`src/rtl/boot_pkg.sv`:
```
package boot_pkg;

  typedef enum logic [1:0] {
    ST_DECIDE = 2'd0,
    ST_HDR    = 2'd1,
    ST_DATA   = 2'd2,
    ST_DONE   = 2'd3
  } boot_st_e;

  localparam logic [1:0] MODE_EXT_DIRECT = 2'b00;
  localparam int         FLAG_BYTES      = 2;

endpackage

```
`src/rtl/boot_mode_latch.sv`:
```
module boot_mode_latch (
  input  logic       clk,
  input  logic       rst,
  input  logic [1:0] mode_pins,
  input  logic       sw_pin,
  input  logic       byp_pin,
  output logic [1:0] mode_q,
  output logic       sw_q,
  output logic       byp_q
);

  // Pins are re-captured on every reset edge; the last one wins.
  always_ff @(posedge clk) begin
    if (rst) begin
      mode_q <= mode_pins;
      sw_q   <= sw_pin;
      byp_q  <= byp_pin;
    end
  end

  AST_MODE_FROZEN: assert property (@(posedge clk) disable iff (rst)
    1'b1 |=> ($stable(mode_q) && $stable(sw_q) && $stable(byp_q)));

endmodule

```
`src/rtl/boot_hdr_parse.sv`:
```
module boot_hdr_parse #(
  parameter int AW      = 32,
  parameter int CW      = 32,
  parameter int HDR_LEN = AW/8 + CW/8 + boot_pkg::FLAG_BYTES
) (
  input  logic          clk,
  input  logic          rst,
  input  logic          take,
  input  logic [7:0]    byte_in,
  output logic          hdr_done,
  output logic [AW-1:0] hdr_addr,
  output logic [CW-1:0] hdr_cnt,
  output logic          hdr_last
);

  localparam int AB = AW / 8;
  localparam int CB = CW / 8;
  localparam int IW = $clog2(HDR_LEN);

  logic [7:0]    hq [HDR_LEN];
  logic [IW-1:0] idx;

  always_ff @(posedge clk) begin
    if (rst) begin
      idx <= '0;
    end else if (take) begin
      idx <= (idx == IW'(HDR_LEN - 1)) ? '0 : idx + 1'b1;
    end
  end

  always_ff @(posedge clk) begin
    if (take) begin
      hq[idx] <= byte_in;
    end
  end

  assign hdr_done = take && (idx == IW'(HDR_LEN - 1));
  // The final header byte is the upper flag byte; its top bit ends the chain.
  assign hdr_last = byte_in[7];

  always_comb begin
    for (int i = 0; i < AB; i++) begin
      hdr_addr[8*i +: 8] = hq[i];
    end
    for (int i = 0; i < CB; i++) begin
      hdr_cnt[8*i +: 8] = hq[AB + i];
    end
  end

  AST_IDX_BOUND: assert property (@(posedge clk) disable iff (rst)
    ({1'b0, idx} < (IW+1)'(HDR_LEN)));

endmodule

```
`src/rtl/boot_ctrl.sv`:
```
module boot_ctrl
  import boot_pkg::*;
#(
  parameter int            AW     = 32,
  parameter int            CW     = 32,
  parameter logic [AW-1:0] EXT_PC = 32'h2000_0000,
  parameter logic [AW-1:0] L1_PC  = 32'hFFA0_0000
) (
  input  logic          clk,
  input  logic          rst,
  input  logic [1:0]    mode_q,
  input  logic          sw_q,
  input  logic          byp_q,
  input  logic          src_valid,
  input  logic [7:0]    src_data,
  output logic          src_ready,
  output logic          hdr_take,
  input  logic          hdr_done,
  input  logic [AW-1:0] hdr_addr,
  input  logic [CW-1:0] hdr_cnt,
  input  logic          hdr_last,
  output logic          wr_en,
  output logic [AW-1:0] wr_addr,
  output logic [7:0]    wr_data,
  output logic [1:0]    src_sel,
  output logic          done,
  output logic [AW-1:0] start_pc
);

  boot_st_e      state;
  logic [AW-1:0] dst_q;
  logic [CW-1:0] rem_q;
  logic          last_q;
  logic          take;

  assign src_ready = (state == ST_HDR) || (state == ST_DATA);
  assign take      = src_valid && src_ready;
  assign hdr_take  = take && (state == ST_HDR);

  always_ff @(posedge clk) begin
    if (rst) begin
      state    <= ST_DECIDE;
      done     <= 1'b0;
      start_pc <= '0;
      wr_en    <= 1'b0;
      wr_addr  <= '0;
      wr_data  <= '0;
      src_sel  <= 2'b00;
      dst_q    <= '0;
      rem_q    <= '0;
      last_q   <= 1'b0;
    end else begin
      wr_en <= 1'b0;
      unique case (state)
        ST_DECIDE: begin
          if (sw_q && byp_q) begin
            state    <= ST_DONE;
            done     <= 1'b1;
            start_pc <= L1_PC;
          end else if (mode_q == MODE_EXT_DIRECT) begin
            state    <= ST_DONE;
            done     <= 1'b1;
            start_pc <= EXT_PC;
          end else begin
            state   <= ST_HDR;
            src_sel <= mode_q;
          end
        end
        ST_HDR: begin
          if (hdr_done) begin
            if (hdr_cnt == '0) begin
              if (hdr_last) begin
                state    <= ST_DONE;
                done     <= 1'b1;
                start_pc <= L1_PC;
                src_sel  <= 2'b00;
              end
            end else begin
              state  <= ST_DATA;
              dst_q  <= hdr_addr;
              rem_q  <= hdr_cnt;
              last_q <= hdr_last;
            end
          end
        end
        ST_DATA: begin
          if (take) begin
            wr_en   <= 1'b1;
            wr_addr <= dst_q;
            wr_data <= src_data;
            dst_q   <= dst_q + 1'b1;
            rem_q   <= rem_q - 1'b1;
            if (rem_q == CW'(1)) begin
              if (last_q) begin
                state    <= ST_DONE;
                done     <= 1'b1;
                start_pc <= L1_PC;
                src_sel  <= 2'b00;
              end else begin
                state <= ST_HDR;
              end
            end
          end
        end
        default: ;
      endcase
    end
  end

  AST_WR_NEEDS_BYTE: assert property (@(posedge clk) disable iff (rst)
    wr_en |-> $past(src_valid && src_ready));

  AST_DONE_STICKY: assert property (@(posedge clk) disable iff (rst)
    done |=> (done && $stable(start_pc)));

  AST_NO_READY_AFTER_DONE: assert property (@(posedge clk) disable iff (rst)
    done |-> !src_ready);

  AST_PC_LEGAL: assert property (@(posedge clk) disable iff (rst)
    done |-> (start_pc == EXT_PC || start_pc == L1_PC));

  AST_SEL_IDLE: assert property (@(posedge clk) disable iff (rst)
    done |-> (src_sel == 2'b00));

  AST_SEL_MATCH: assert property (@(posedge clk) disable iff (rst)
    src_ready |-> (src_sel == mode_q));

endmodule

```
`src/rtl/boot_loader_top.sv`:
```
module boot_loader_top #(
  parameter int            AW     = 32,
  parameter int            CW     = 32,
  parameter logic [AW-1:0] EXT_PC = 32'h2000_0000,
  parameter logic [AW-1:0] L1_PC  = 32'hFFA0_0000
) (
  input  logic          clk,
  input  logic          rst,
  input  logic [1:0]    boot_mode,
  input  logic          rst_from_sw,
  input  logic          cfg_bypass,
  input  logic          src_valid,
  output logic          src_ready,
  input  logic [7:0]    src_data,
  output logic          wr_en,
  output logic [AW-1:0] wr_addr,
  output logic [7:0]    wr_data,
  output logic [1:0]    src_sel,
  output logic          done,
  output logic [AW-1:0] start_pc
);

  localparam int HDR_LEN = AW/8 + CW/8 + boot_pkg::FLAG_BYTES;

  logic [1:0]    mode_q;
  logic          sw_q;
  logic          byp_q;
  logic          hdr_take;
  logic          hdr_done;
  logic [AW-1:0] hdr_addr;
  logic [CW-1:0] hdr_cnt;
  logic          hdr_last;

  boot_mode_latch u_latch (
    .clk       (clk),
    .rst       (rst),
    .mode_pins (boot_mode),
    .sw_pin    (rst_from_sw),
    .byp_pin   (cfg_bypass),
    .mode_q    (mode_q),
    .sw_q      (sw_q),
    .byp_q     (byp_q)
  );

  boot_hdr_parse #(.AW(AW), .CW(CW), .HDR_LEN(HDR_LEN)) u_hdr (
    .clk      (clk),
    .rst      (rst),
    .take     (hdr_take),
    .byte_in  (src_data),
    .hdr_done (hdr_done),
    .hdr_addr (hdr_addr),
    .hdr_cnt  (hdr_cnt),
    .hdr_last (hdr_last)
  );

  boot_ctrl #(.AW(AW), .CW(CW), .EXT_PC(EXT_PC), .L1_PC(L1_PC)) u_ctrl (
    .clk       (clk),
    .rst       (rst),
    .mode_q    (mode_q),
    .sw_q      (sw_q),
    .byp_q     (byp_q),
    .src_valid (src_valid),
    .src_data  (src_data),
    .src_ready (src_ready),
    .hdr_take  (hdr_take),
    .hdr_done  (hdr_done),
    .hdr_addr  (hdr_addr),
    .hdr_cnt   (hdr_cnt),
    .hdr_last  (hdr_last),
    .wr_en     (wr_en),
    .wr_addr   (wr_addr),
    .wr_data   (wr_data),
    .src_sel   (src_sel),
    .done      (done),
    .start_pc  (start_pc)
  );

endmodule

```
`config.mk`:
```
export PLATFORM = sky130hd
export DESIGN_NAME = boot_loader_top
export DESIGN_NICKNAME = d
export VERILOG_FILES = /design/src/rtl/boot_pkg.sv /design/src/rtl/boot_mode_latch.sv /design/src/rtl/boot_hdr_parse.sv /design/src/rtl/boot_ctrl.sv /design/src/rtl/boot_loader_top.sv
export SDC_FILE = /design/constraint.sdc
export NUM_CORES = 1
export LEC_CHECK = 0
export BUFFER_PORTS_ARGS = -buffer_cell sky130_fd_sc_hd__buf_2
export CAP_MARGIN = 40
export CORE_UTILIZATION = 30
export CTS_BUF_LIST = sky130_fd_sc_hd__clkbuf_8
export CTS_CLUSTER_SIZE = 12
export DETAILED_ROUTE_END_ITERATION = 10
export PLACE_DENSITY = 0.43
export SYNTH_ARGS = -nofsm -noshare
export SYNTH_HDL_FRONTEND = slang
export SYNTH_SLANG_ARGS = --single-unit
```
`constraint.sdc`:
```
create_clock -name clk -period 2.8 [get_ports clk]
set_clock_uncertainty 0.05 [all_clocks]
set_input_delay 0.56 -clock clk [delete_from_list [all_inputs] [get_ports clk]]
set_output_delay 0.56 -clock clk [all_outputs]
set_load 0.01 [all_outputs]
```
After elaboration in Yosys (flattened, before gate mapping)
Memory sizes are Yosys's and may differ from the RTL's. Cells that the tools add are included.

Register bits after elaboration: 151. Memory bits (writable): 80. Bits of input ports: 15. Output and inout port bits: 77. Word-level logic and storage cells: 100. Memories: 1.

$add $sub $neg: 3. Equal/unequal tests: 15. Mux-type cells: 48. Bitwise operators: 2. Reduce and logical (&&, ||, !) cells: 17.

Memory list: u_hdr.hq (words 10, bits a word 8, rd ports 8, clocked after Yosys merged registers in 0, write ports 1, line boot_hdr_parse.sv:20) `logic [7:0] hq [HDR_LEN];`.

Operator list (count): 32-bit two-way mux (14); 32-bit case mux with 2 select lines (2); 32-bit case mux with 3 select lines (1); 32-bit by 1-bit adder with 32-bit output (second input constant) (1); 32-bit by 1-bit == test with 1-bit output (second input constant) (1); 32-bit zero test (1); 2-bit two-way mux (16); 32-bit by 1-bit subtractor with 32-bit output (second input constant) (1); 2-bit != test (second input constant) (7); 2-bit case mux with 3 select lines (2); 1-bit two-way mux (11); 9-bit AND reduction (1); 8-bit AND reduction (1); 5-bit AND reduction (1); 4-bit by 1-bit adder with 4-bit output (second input constant) (1); 4-bit == test (second input constant) (1); 1-bit logical AND (4); 2-bit zero test (2); 4-bit two-way mux (1); 2-bit by 1-bit != test with 1-bit output (second input constant) (2); 4-bit AND reduction (1); 3-bit by 1-bit != test with 1-bit output (second input constant) (1); 3-bit != test (second input constant) (1); 1-bit case mux with 3 select lines (1); 9 further kinds (10).

Depth between registers and ports, before layout
Gate-level depths: netlist (run 1).

Depth after elaboration: 7. Depth in mapped cells: 11. Depth with buffers taken out: 8.

Modules after synthesis
A second synthesis (run 1) with hierarchy kept.

Cell total of the unflattened synthesis: 949. Area total of the unflattened synthesis: 8620.8 sq um.

By module, submodules not included: boot_ctrl (instances 1, cells each 846, area each 6308.6 sq um, sequential area each 2242.2 sq um); boot_hdr_parse (instances 1, cells each 99, area each 2192.1 sq um, sequential area each 2001.9 sq um); boot_mode_latch (instances 1, cells each 4, area each 120.1 sq um, sequential area each 120.1 sq um).

Least setup slack after synthesis (run 1)
OpenSTA, ideal clock, no wires.

Path kind: reg2reg. Start: register u_ctrl.state[1]. End: memory u_hdr.hq[0][0] (enable). Library setup time: 0.383 ns. Arrival: 1.933 ns. Required time: 2.367 ns. Path slack: 0.433 ns. Stages on the path, launching flop included: 7. Buffers on the path: 1. Cells stage by stage: dfxtp_1 inv_1 ha_1 clkbuf_1 nand2_1 or3_1 nor3_1.

Longest elaborated chain between the ends: 6. Elaborated cells between the ends (all ways): 7. Those cells by class: eq/ne (2); mux (2); reduce/logical (3).

RTL lines: from (decl) (line boot_ctrl.sv:30) `boot_st_e state;`; from (signal assigned) (line boot_ctrl.sv:42) `state <= ST_DECIDE;`; from (signal assigned) (line boot_ctrl.sv:57) `state <= ST_DONE;`; from (signal assigned) (line boot_ctrl.sv:61) `state <= ST_DONE;`; 2-bit by 1-bit == test with 1-bit output / 2-bit == test (equally long branches) (line boot_ctrl.sv:36, boot_ctrl.sv:38); 1-bit logical OR (line boot_ctrl.sv:36) `assign src_ready = (state == ST_HDR) || (state == ST_DATA);`; 1-bit logical AND (line boot_ctrl.sv:37) `assign take = src_valid && src_ready;`; 1-bit logical AND * (line boot_ctrl.sv:38) `assign hdr_take = take && (state == ST_HDR);`; 1-bit two-way mux * (line boot_hdr_parse.sv:32) `if (take) begin`; 1-bit two-way mux (implied by the code) * (line boot_hdr_parse.sv:33) `hq[idx] <= byte_in;`; to (decl) (line boot_hdr_parse.sv:20).

Mark *: on every way between the ends. The rest lies on a longest branch, timed or not.

Worst setup path after layout (run 1)
Start: register u_ctrl.state[0]. End: register u_ctrl.dst_q[8].

Longest elaborated chain between the ends: 7. Elaborated cells between the ends (all ways): 12. Those cells by class: eq/ne (5); mux (1); reduce/logical (6).

RTL lines: 2-bit by 1-bit == test with 1-bit output / 2-bit == test (equally long branches) (line boot_ctrl.sv:36, boot_ctrl.sv:38, boot_ctrl.sv:54); 1-bit logical OR (line boot_ctrl.sv:36); 1-bit logical AND (line boot_ctrl.sv:37); 1-bit logical AND (line boot_ctrl.sv:38); 1-bit logical AND (line boot_hdr_parse.sv:37) `assign hdr_done = take && (idx == IW'(HDR_LEN - 1));`; 2-bit != test (no source line); 4-bit AND reduction (no source line); to (signal assigned) (line boot_ctrl.sv:80) `dst_q <= hdr_addr;`; to (signal assigned) (line boot_ctrl.sv:91) `dst_q <= dst_q + 1'b1;`; to (decl) (line boot_ctrl.sv:31) `logic [AW-1:0] dst_q;`.

Several ways; a longest one is shown, not always the timed one. A chain may end at the register's enable or synchronous reset.

==> results of run 1 <==
-- metal layers --
layer | vias to the layer above | routed length, um | GRT usage [%]
met1 | 3424 | 12000 | 24.3
met5 | - | 0 | 0
met4 | 0 | 384 | 4.93
met3 | 23 | 969 | 2.67
met2 | 190 | 10900 | 26.2
li1 | 3530 | - | -
-- critical path, delay by kind of cell, from the launching register on --
kind	cells	cell delay, ps
AOI/OAI and AO/OA	3	900
adders and majority gates	1	480
buffers and inverters	2	350
DFF	1	400
muxes	1	120
and+or+nand+nor	1	80
-- synth_stat cells, types with 8 or more instances --
cell type  number
a21oi_1       125
inv_1          24
buf_2           9
and3_1         10
dfxtp_1       116
nand4_1        15
o32ai_1        11
nor2b_1        27
clkbuf_1       49
nor2_1         69
nor3_1         36
buf_4          33
nand3_1        25
nor4_1         19
edfxtp_1       68
o21ai_0        68
nand2_1       153
a21o_1          8
-- layout make-up --
| cell class | count | area (um2) | area share [%] |
|---|---|---|---|
| clock buffer | 17 | 234 | 2.39 |
| timing repair buffer | 102 | 671 | 6.86 |
| tap | 378 | 473 | 4.84 |
| inverter | 26 | 97.6 | 0.998 |
| multi-input combinational | 693 | 3770 | 38.6 |
| sequential | 184 | 4360 | 44.6 |
| clock inverter | 15 | 163 | 1.66 |
-- cells by family (layout without fill, tap and decap cells) --
kind of cell | count (synthesis) | in the layout | share of synthesized area [%]
other | 1 | 22 | 0.0435
muxes | 8 | 8 | 0.958
adders and majority gates | 7 | 7 | 1.02
DFF | 184 | 184 | 50.6
buffers and inverters | 120 | 160 | 6.81
xor gates and xnor gates | 2 | 2 | 0.203
AOI/OAI and AO/OA | 262 | 262 | 18.0
and+or+nand+nor | 392 | 392 | 22.3
-- power groups by stage --
stage	Clock (uW)	Combinational, uW	Sequential, uW
final	1830	3130	3290
after global routing	2010	3510	3330
after CTS	1890	3170	3280
after detailed placement	0	3150	3340
after global placement	0	3180	3350
after floorplan	0	2260	3270
-- flip-flops by register name (all words and copies together), names as in the netlist --
name / cells
u_latch.byp_q: 1
u_ctrl.start_pc: 2
u_ctrl.src_sel: 2
u_hdr.hq: 64
u_latch.sw_q: 1
u_ctrl.wr_data: 8
u_hdr.idx: 4
u_ctrl.dst_q: 32
u_ctrl.state: 2
u_ctrl.rem_q: 32
u_ctrl.wr_addr: 32
u_latch.mode_q: 2
u_ctrl.wr_en: 1
u_ctrl.last_q: 1
-- how the worst max path moves through the flow --
| stage | start | endpoint | slack, ps |
|---|---|---|---|
| final | u_ctrl.state[0]$_SDFFE_PP0P_ | u_ctrl.dst_q[8]$_SDFFE_PP0P_ | 320 |
| after global routing | u_ctrl.state[0]$_SDFFE_PP0P_ | u_ctrl.dst_q[0]$_SDFFE_PP0P_ | 100 |
| after CTS | u_ctrl.state[0]$_SDFFE_PP0P_ | u_ctrl.dst_q[8]$_SDFFE_PP0P_ | 330 |
| after detailed placement | u_hdr.hq[5][1]$_DFFE_PP_ | u_ctrl.dst_q[12]$_SDFFE_PP0P_ | 350 |
| after global placement | u_ctrl.rem_q[24]$_SDFFE_PP0P_ | u_ctrl.start_pc[30]$_SDFFE_PP0P_ | 340 |
| after floorplan | u_ctrl.state[1]$_SDFFE_PP0P_ | u_hdr.hq[0][0]$_DFFE_PP_ | 430 |
-- through the flow --
step | power, uW | hold WS (ps) | instances
after floorplan | 5530 | 382 | 997
after global placement | 6520 | 391 | 1383
after detailed placement | 6500 | 394 | 1383
after CTS | 8340 | 195 | 1415
after global routing | 8840 | 189 | 1415
final | 8250 | 221 | 1415
==> results.py, run 1 <==
metrics = {
    "outcome": {
        "outcome": "finished clean",
    },
    "clock_tree": {
        "htree_levels": 4,
        "cts-root-buf": "clkbuf_8",
        "cts.sinks": 184,
        "clkSlewWorstSetupHoldPaths_ps": 120,
        "cts_tree": "built",
        "cts_buffers": 17,
        "cts_hold_buf": 0,
        "cts_setup_buffers": 0,
        "cts-resized-gates": 0,
        "clk_latency_ps": 470,
        "clockBufferDepth": 2,
    },
    "placement": {
        "dp_hpwl_um": 15800,
        "io_buffer_count": 69,
        "dpl-instance-area_mm2": 0.00938,
        "dpl_worst_slack_ps": 349,
        "gp_congestion": 0.783,
    },
    "timing": {
        "period_share_pct": 88.5,
        "period_needed_ps": 2480,
        "slew_headroom_pct": 60.4,
        "finalSetupTns_ps": 0,
        "rsz0062_at_grt": "false",
        "max_freq_mhz": 403,
        "hold_viol_final": 0,
        "setup_viol": 0,
        "tightest_slew_ps": 589,
        "slew_violations": 0,
        "worst_slack_ps": 321,
    },
    "routing": {
        "drt_iter0_drc": 414,
        "wl_per_cell_um": 17.2,
        "drcViolationCount": 0,
        "vias_per_cell": 5.07,
        "wirelength_um": 24300,
        "vias": 7167,
        "drt_pass1_iterations": 5,
        "ant_nets": 0,
    },
    "worst_setup_path": {
        "path_cells": "inv_1 -> ha_1 -> mux2i_1 -> a21oi_1 -> o311a_2 -> buf_12 -> nor2_1 -> a2111oi_2",
        "cp.required_ps": 3130,
        "reg2reg_depth": 8,
        "critPathKind": "reg2reg",
        "critPathArrivalTime_ps": 2810,
        "timing.rr.start": "u_ctrl.state[0]$_SDFFE_PP0P_",
        "crit_fanout": 43,
        "worst_path_largest_cell_delay_ps": 480,
        "rrSetupSlack_ps": 320,
        "slowest_stage": "ha_1",
        "startpoint_type": "flop",
        "cp-end-kind": "flop",
        "r2r_end": "u_ctrl.dst_q[8]$_SDFFE_PP0P_",
    },
    "power_and_ir_drop": {
        "p_clk_share_pct": 22.2,
        "seq_power_share_pct": 39.8,
        "swShare_pct": 40.8,
        "power_density_mw_per_mm2": 844,
        "p_switching_uw": 3370,
        "ir_drop_mv": 0.489,
        "power_leakage_uw": 0.00345,
        "p_comb_share_pct": 38.0,
        "intPower_uw": 4890,
    },
    "final_layout": {
        "final_cell_mix": "nand2_1, a21oi_1, dfxtp_1",
        "final_area_mm2": 0.00977,
        "diodes": 0,
        "nets": 1046,
        "final_common_cell": "nand2_1",
        "n_fill_cell": 2954,
        "layout-drive-gt1-share_pct": 15.4,
        "syn2layout_area_growth_pct": 13.4,
        "post-route-util_pct": 34.9,
    },
    "synthesis": {
        "synthDominantCellAreaShare_pct": 26.9,
        "synth_area_mm2": 0.00862,
        "synth_top_area_cell": "dfxtp_1",
        "synthArstFlopShare_pct": 0,
        "synthFlopType": "dfxtp_1",
        "seq_area_frac_synth_pct": 50.6,
        "syn_avg_cell_area_um2": 8.83,
        "synthDistinctLibCells": 71,
        "ys_ff_latch": 184,
        "syn-instance-count": 976,
        "synthTopCellsByArea": "dfxtp_1, edfxtp_1, a21oi_1, nand2_1, o21ai_0",
        "synth-edff-count": 68,
        "yosysWarnings": 0,
    },
    "hold_path": {
        "hold_depth": 1,
        "whs_endpoint": "u_latch.mode_q[0]$_DFFE_PP_",
        "min_from": "boot_mode[0]",
        "min_path_type": "in2reg",
    },
    "global_routing": {
        "grt_usage_pct": 17.0,
        "antenna_found_initial": 0,
        "grt_pass1_wl_um": 38100,
        "grt_pass1_vias": 6632,
        "grt_max_degree": 85,
        "grt-ovfl-total": 0,
    },
    "floorplanning": {
        "initial_core_util_pct": 30.8,
        "rows": 61,
        "core_area_mm2": 0.0280,
        "die_h_um": 171,
        "pin_count": 92,
        "die_x_um": 171,
        "dieArea_mm2": 0.0294,
    },
    "job": {
        "maxCapViolations": 0,
    },
}
Power figures use the tool's default switching activity.
==> run 2: changes to the inputs <==
ABC_AREA = 0   (was unset)
CORE_UTILIZATION = 50   (was 30)
PLACE_DENSITY = 0.67   (was 0.43)
==> run 2 against run 1 <==
Net effect:
- worst setup slack improved by 42 ps
- clock power about the same
- non-clock buffer count increased by 1
- sequential cell count unchanged
- worst hold slack got worse by 12 ps
- die area decreased by 40%
- cell count decreased by 11%
- highest routed layer unchanged
==> results.py, run 2 (same netlist as run 1, synthesis figures left out) <==
metrics = {
    "routing": {
        "wirelength_um": 21300,
        "met1_length_um": 9960,
        "vias_per_cell": 5.80,
        "vias": 7297,
        "dr.max_layer_used": "met4",
        "wl_met3_um": 1310,
        "drcViolationCount": 0,
        "drt_iter0_drc": 719,
        "ant_nets": 0,
        "wl_per_cell_um": 16.9,
        "met2_wirelength_um": 9680,
        "drt_pass1_iterations": 5,
    },
    "power_and_ir_drop": {
        "power_density_mw_per_mm2": 858,
        "power_leakage_uw": 0.00343,
        "ir_drop_mv": 0.602,
    },
    "clock_tree": {
        "cts-root-buf": "clkbuf_8",
        "clkSlewWorstSetupHoldPaths_ps": 90,
        "cts_tree": "built",
        "cts-resized-gates": 0,
        "htree_levels": 4,
        "cts.sinks": 184,
        "cts_hold_buf": 0,
        "cts_buffers": 17,
        "cts_setup_buffers": 0,
        "clk_latency_ps": 480,
        "clockBufferDepth": 2,
    },
    "job": {
        "maxCapViolations": 0,
    },
    "timing": {
        "finalSetupTns_ps": 0,
        "period_share_pct": 87.0,
        "rsz0062_at_grt": "false",
        "slew_violations": 0,
        "slew_headroom_pct": 53.9,
        "holdWs_ps": 209,
        "period_needed_ps": 2440,
        "setup_viol": 0,
        "worst_slack_ps": 363,
        "hold_viol_final": 0,
        "max_freq_mhz": 410,
        "tightest_slew_ps": 688,
    },
    "final_layout": {
        "final_common_cell": "nand2_1",
        "largest_reg_flops": 64,
        "final_cell_mix": "nand2_1, a21oi_1, dfxtp_1",
        "top_register": "u_hdr.hq",
        "diodes": 0,
        "nets": 1047,
        "syn2layout_area_growth_pct": 10.5,
        "fin_cells": 1258,
        "layout-drive-gt1-share_pct": 15.3,
    },
    "worst_setup_path": {
        "rrSetupSlack_ps": 360,
        "cp.required_ps": 3120,
        "startpoint_type": "flop",
        "cp-end-kind": "flop",
        "crit_fanout": 13,
        "path_cells": "nor4_1 -> nand4_1 -> o311ai_4 -> buf_4 -> buf_4 -> a21oi_1 -> o221a_2",
        "timing.rr.start": "u_hdr.hq[6][2]$_DFFE_PP_",
        "critPathKind": "reg2reg",
        "reg2reg_depth": 7,
        "cp_common_cell": "buf_4",
        "worst_path_largest_cell_delay_ps": 400,
        "critPathArrivalTime_ps": 2760,
        "slowest_stage": "edfxtp_1",
        "r2r_end": "u_ctrl.dst_q[13]$_SDFFE_PP0P_",
    },
    "hold_path": {
        "whs_endpoint": "u_latch.byp_q$_DFFE_PP_",
        "min_path_type": "in2reg",
        "hold_depth": 1,
        "min_from": "cfg_bypass",
    },
    "global_routing": {
        "grt_usage_pct": 24.4,
        "grt_max_degree": 62,
        "grt_pass1_wl_um": 34100,
        "antenna_found_initial": 0,
        "grt_pass1_vias": 6429,
        "grt-ovfl-total": 0,
    },
    "floorplanning": {
        "die_x_um": 133,
        "rows": 47,
        "initial_core_util_pct": 51.6,
        "pin_count": 92,
        "core_area_mm2": 0.0167,
        "dieArea_mm2": 0.0178,
        "die_h_um": 133,
    },
    "placement": {
        "dp_hpwl_um": 13900,
        "io_buffer_count": 69,
        "dpl_worst_slack_ps": 185,
        "dpl.cell_count": 1224,
        "gp_congestion": 0.889,
    },
    "outcome": {
        "outcome": "finished clean",
    },
}
-- run 2: stage by stage --
stage | util (%) | instance area [um2] | total power (uW)
global route | 57.0 | 9520 | 8640
floorplan | - | 8700 | 5530
finish | 57.0 | 9520 | 8170
global placement | 54.6 | 9110 | 6340
detailed placement | 54.6 | 9110 | 6350
CTS | 56.9 | 9510 | 8150
-- run 2: worst max-delay path by stage --
stage                                             from                            end  cells past startpoint
after CTS                     u_hdr.hq[6][2]$_DFFE_PP_  u_ctrl.dst_q[25]$_SDFFE_PP0P_                      6
after detailed placement      u_hdr.hq[6][2]$_DFFE_PP_  u_ctrl.rem_q[27]$_SDFFE_PP0P_                      6
final                         u_hdr.hq[6][2]$_DFFE_PP_  u_ctrl.dst_q[13]$_SDFFE_PP0P_                      7
after global placement        u_hdr.hq[5][7]$_DFFE_PP_   u_ctrl.dst_q[3]$_SDFFE_PP0P_                      7
after floorplan           u_ctrl.state[1]$_SDFFE_PP0P_       u_hdr.hq[0][0]$_DFFE_PP_                      6
after global routing          u_hdr.hq[6][2]$_DFFE_PP_  u_ctrl.dst_q[13]$_SDFFE_PP0P_                      7
-- run 2: where the power goes --
group	switching, uW	leakage (uW)	internal, uW
Clock	984	0.000212	830
Sequential	272	0.00155	3010
Combinational	1970	0.00167	1100
-- run 2: critical path: cells and delay by family, from the launching register on --
| family | cells | cell delay [ps] |
|---|---|---|
| and+or+nand+nor | 2 | 730 |
| buffers and inverters | 2 | 450 |
| DFF | 1 | 400 |
| AOI/OAI and AO/OA | 3 | 700 |
-- run 2: layer usage --
| layer | GRT usage, % | vias to the layer above |
|---|---|---|
| met3 | 3.61 | 28 |
| met2 | 38.1 | 275 |
| met5 | 0 | - |
| met1 | 34.6 | 3449 |
| li1 | - | 3545 |
| met4 | 8.21 | 0 |
-- run 2: cell type report --
type	count	area, um2
clock buffer	18	248
clock inverter	14	146
fill	1515	7180
inverter	26	97.6
multi-input combinational	693	3760
sequential	184	4360
tap	220	275
timing repair buffer	103	628
==> run 3: changes to the inputs <==
MAX_ROUTING_LAYER = met4   (was unset)
==> run 3 against run 2 <==
Net effect:
- final area is the same
- routed wire length is 0.29% lower
- critical endpoint unchanged
- highest routed layer unchanged
- first-iteration DRC count down 1.8%
- sequential cell count did not move
- largest power group unchanged
- global-route usage increased by 0.76 points
- clock power is essentially flat
- die area unchanged
- via count fell by 0.34%
- sequential share of layout area unchanged
- cell count unchanged
- core utilization is the same
==> results.py, run 3 (same netlist as run 1, synthesis figures left out) <==
metrics = {
    "worst_setup_path": {
        "critPathArrivalTime_ps": 2740,
        "worst-path-buf-inv": 2,
        "path_cells": "nor4_1 -> nand4_1 -> o311ai_4 -> buf_4 -> buf_4 -> a21oi_1 -> o221a_2",
        "startpoint_type": "flop",
        "cp.required_ps": 3120,
        "startpoint": "u_hdr.hq[6][2]$_DFFE_PP_",
        "cp-end-kind": "flop",
        "critPathTopFamily": "simple AND/OR/NAND/NOR gates",
        "cp_common_cell": "buf_4",
        "crit_fanout": 13,
        "critPathKind": "reg2reg",
        "worst_path_largest_cell_delay_ps": 400,
        "timing.rr.start": "u_hdr.hq[6][2]$_DFFE_PP_",
        "slowest_stage": "edfxtp_1",
    },
    "timing": {
        "max_freq_mhz": 413,
        "finalSetupTns_ps": 0,
        "period_share_pct": 86.5,
        "tightest_slew_ps": 686,
        "slew_headroom_pct": 54.1,
        "rsz0062_at_grt": "false",
        "hold_viol_final": 0,
        "worst_slack_ps": 377,
        "slew_violations": 0,
        "setup_viol": 0,
        "period_needed_ps": 2420,
    },
    "final_layout": {
        "seq_area_mm2": 0.00436,
        "syn2layout_area_growth_pct": 10.5,
        "fin_cells": 1258,
        "top_register": "u_hdr.hq",
        "diodes": 0,
        "final_cell_mix": "nand2_1, a21oi_1, dfxtp_1",
        "layout-drive-gt1-share_pct": 15.3,
        "final_area_mm2": 0.00952,
        "n_fill_cell": 1515,
        "largest_reg_flops": 64,
        "final_common_cell": "nand2_1",
        "multiInputGateArea_mm2": 0.00376,
        "nets": 1047,
    },
    "global_routing": {
        "grt_usage_pct": 25.1,
        "gr-usage-met3_pct": 3.88,
        "grt_max_degree": 62,
        "grt_pass1_vias": 6421,
        "busiest_layer": "met2",
        "grt_pass1_wl_um": 34100,
        "grt.met1_usage_pct": 34.6,
        "grt-ovfl-total": 0,
        "gr-usage-met2_pct": 38.2,
        "antenna_found_initial": 0,
    },
    "placement": {
        "io_buffer_count": 69,
        "dp_hpwl_um": 13900,
        "gp_congestion": 0.904,
        "dpl.cell_count": 1224,
        "dpl-instance-area_mm2": 0.00911,
        "dpl_worst_slack_ps": 185,
    },
    "clock_tree": {
        "cts-root-buf": "clkbuf_8",
        "clk_latency_ps": 470,
        "cts_buffers": 17,
        "cts-resized-gates": 0,
        "htree_levels": 4,
        "cts_hold_buf": 0,
        "cts.sinks": 184,
        "clkSlewWorstSetupHoldPaths_ps": 90,
        "clockBufferDepth": 2,
        "cts_tree": "built",
        "cts_setup_buffers": 0,
    },
    "routing": {
        "drt_iter0_drc": 706,
        "vias_per_cell": 5.78,
        "drt_pass1_iterations": 5,
        "wl_per_cell_um": 16.9,
        "vias": 7272,
        "ant_nets": 0,
        "drcViolationCount": 0,
        "wirelength_um": 21200,
    },
    "floorplanning": {
        "core_area_mm2": 0.0167,
        "die_x_um": 133,
        "pin_count": 92,
        "rows": 47,
        "dieArea_mm2": 0.0178,
        "initial_core_util_pct": 51.6,
        "die_h_um": 133,
    },
    "outcome": {
        "outcome": "finished clean",
    },
    "power_and_ir_drop": {
        "power_density_mw_per_mm2": 858,
        "ir_drop_mv": 0.606,
        "power_leakage_uw": 0.00343,
        "power.total_uw": 8170,
    },
    "job": {
        "maxCapViolations": 0,
    },
    "hold_path": {
        "min_path_type": "in2reg",
        "min_from": "cfg_bypass",
    },
}
-- run 3: path summary, 6_finish.rpt --
| kind | endpoint | slack (ps) | cells after the start |
|---|---|---|---|
| worst max-delay path | u_ctrl.dst_q[13]$_SDFFE_PP0P_ | 380 | 7 |
| worst min-delay path | u_latch.byp_q$_DFFE_PP_ | 210 | 1 |
| worst max register to register | u_ctrl.dst_q[13]$_SDFFE_PP0P_ | 380 | 7 |
| worst min register to register | u_ctrl.wr_addr[16]$_SDFFE_PP0P_ | 400 | 2 |
-- run 3: layer usage --
metal	wire length, um	share of wire (%)
met5	0	0
met4	318	1.5
met3	1250	5.9
met2	9690	46
met1	9970	47
-- run 3: final cells by class --
class                           instances  area share [%]
Tap cell                              220            2.89
Sequential cell                       184            45.8
Multi-Input combinational cell        693            39.5
Clock inverter                         14            1.54
Timing Repair Buffer                  103            6.60
Inverter                               26            1.02
Clock buffer                           18            2.60
-- run 3: where the power goes --
part           internal, uW  switching, uW
combinational          1100           1980
clock                   830            976
sequential             3010            271
-- run 3: through the flow --
stage	hold WS [ps]	utilization, %
global placement	390	54.6
global route	180	57.0
detailed placement	393	54.6
finish	214	57.0
CTS	184	56.9
floorplan	382	-
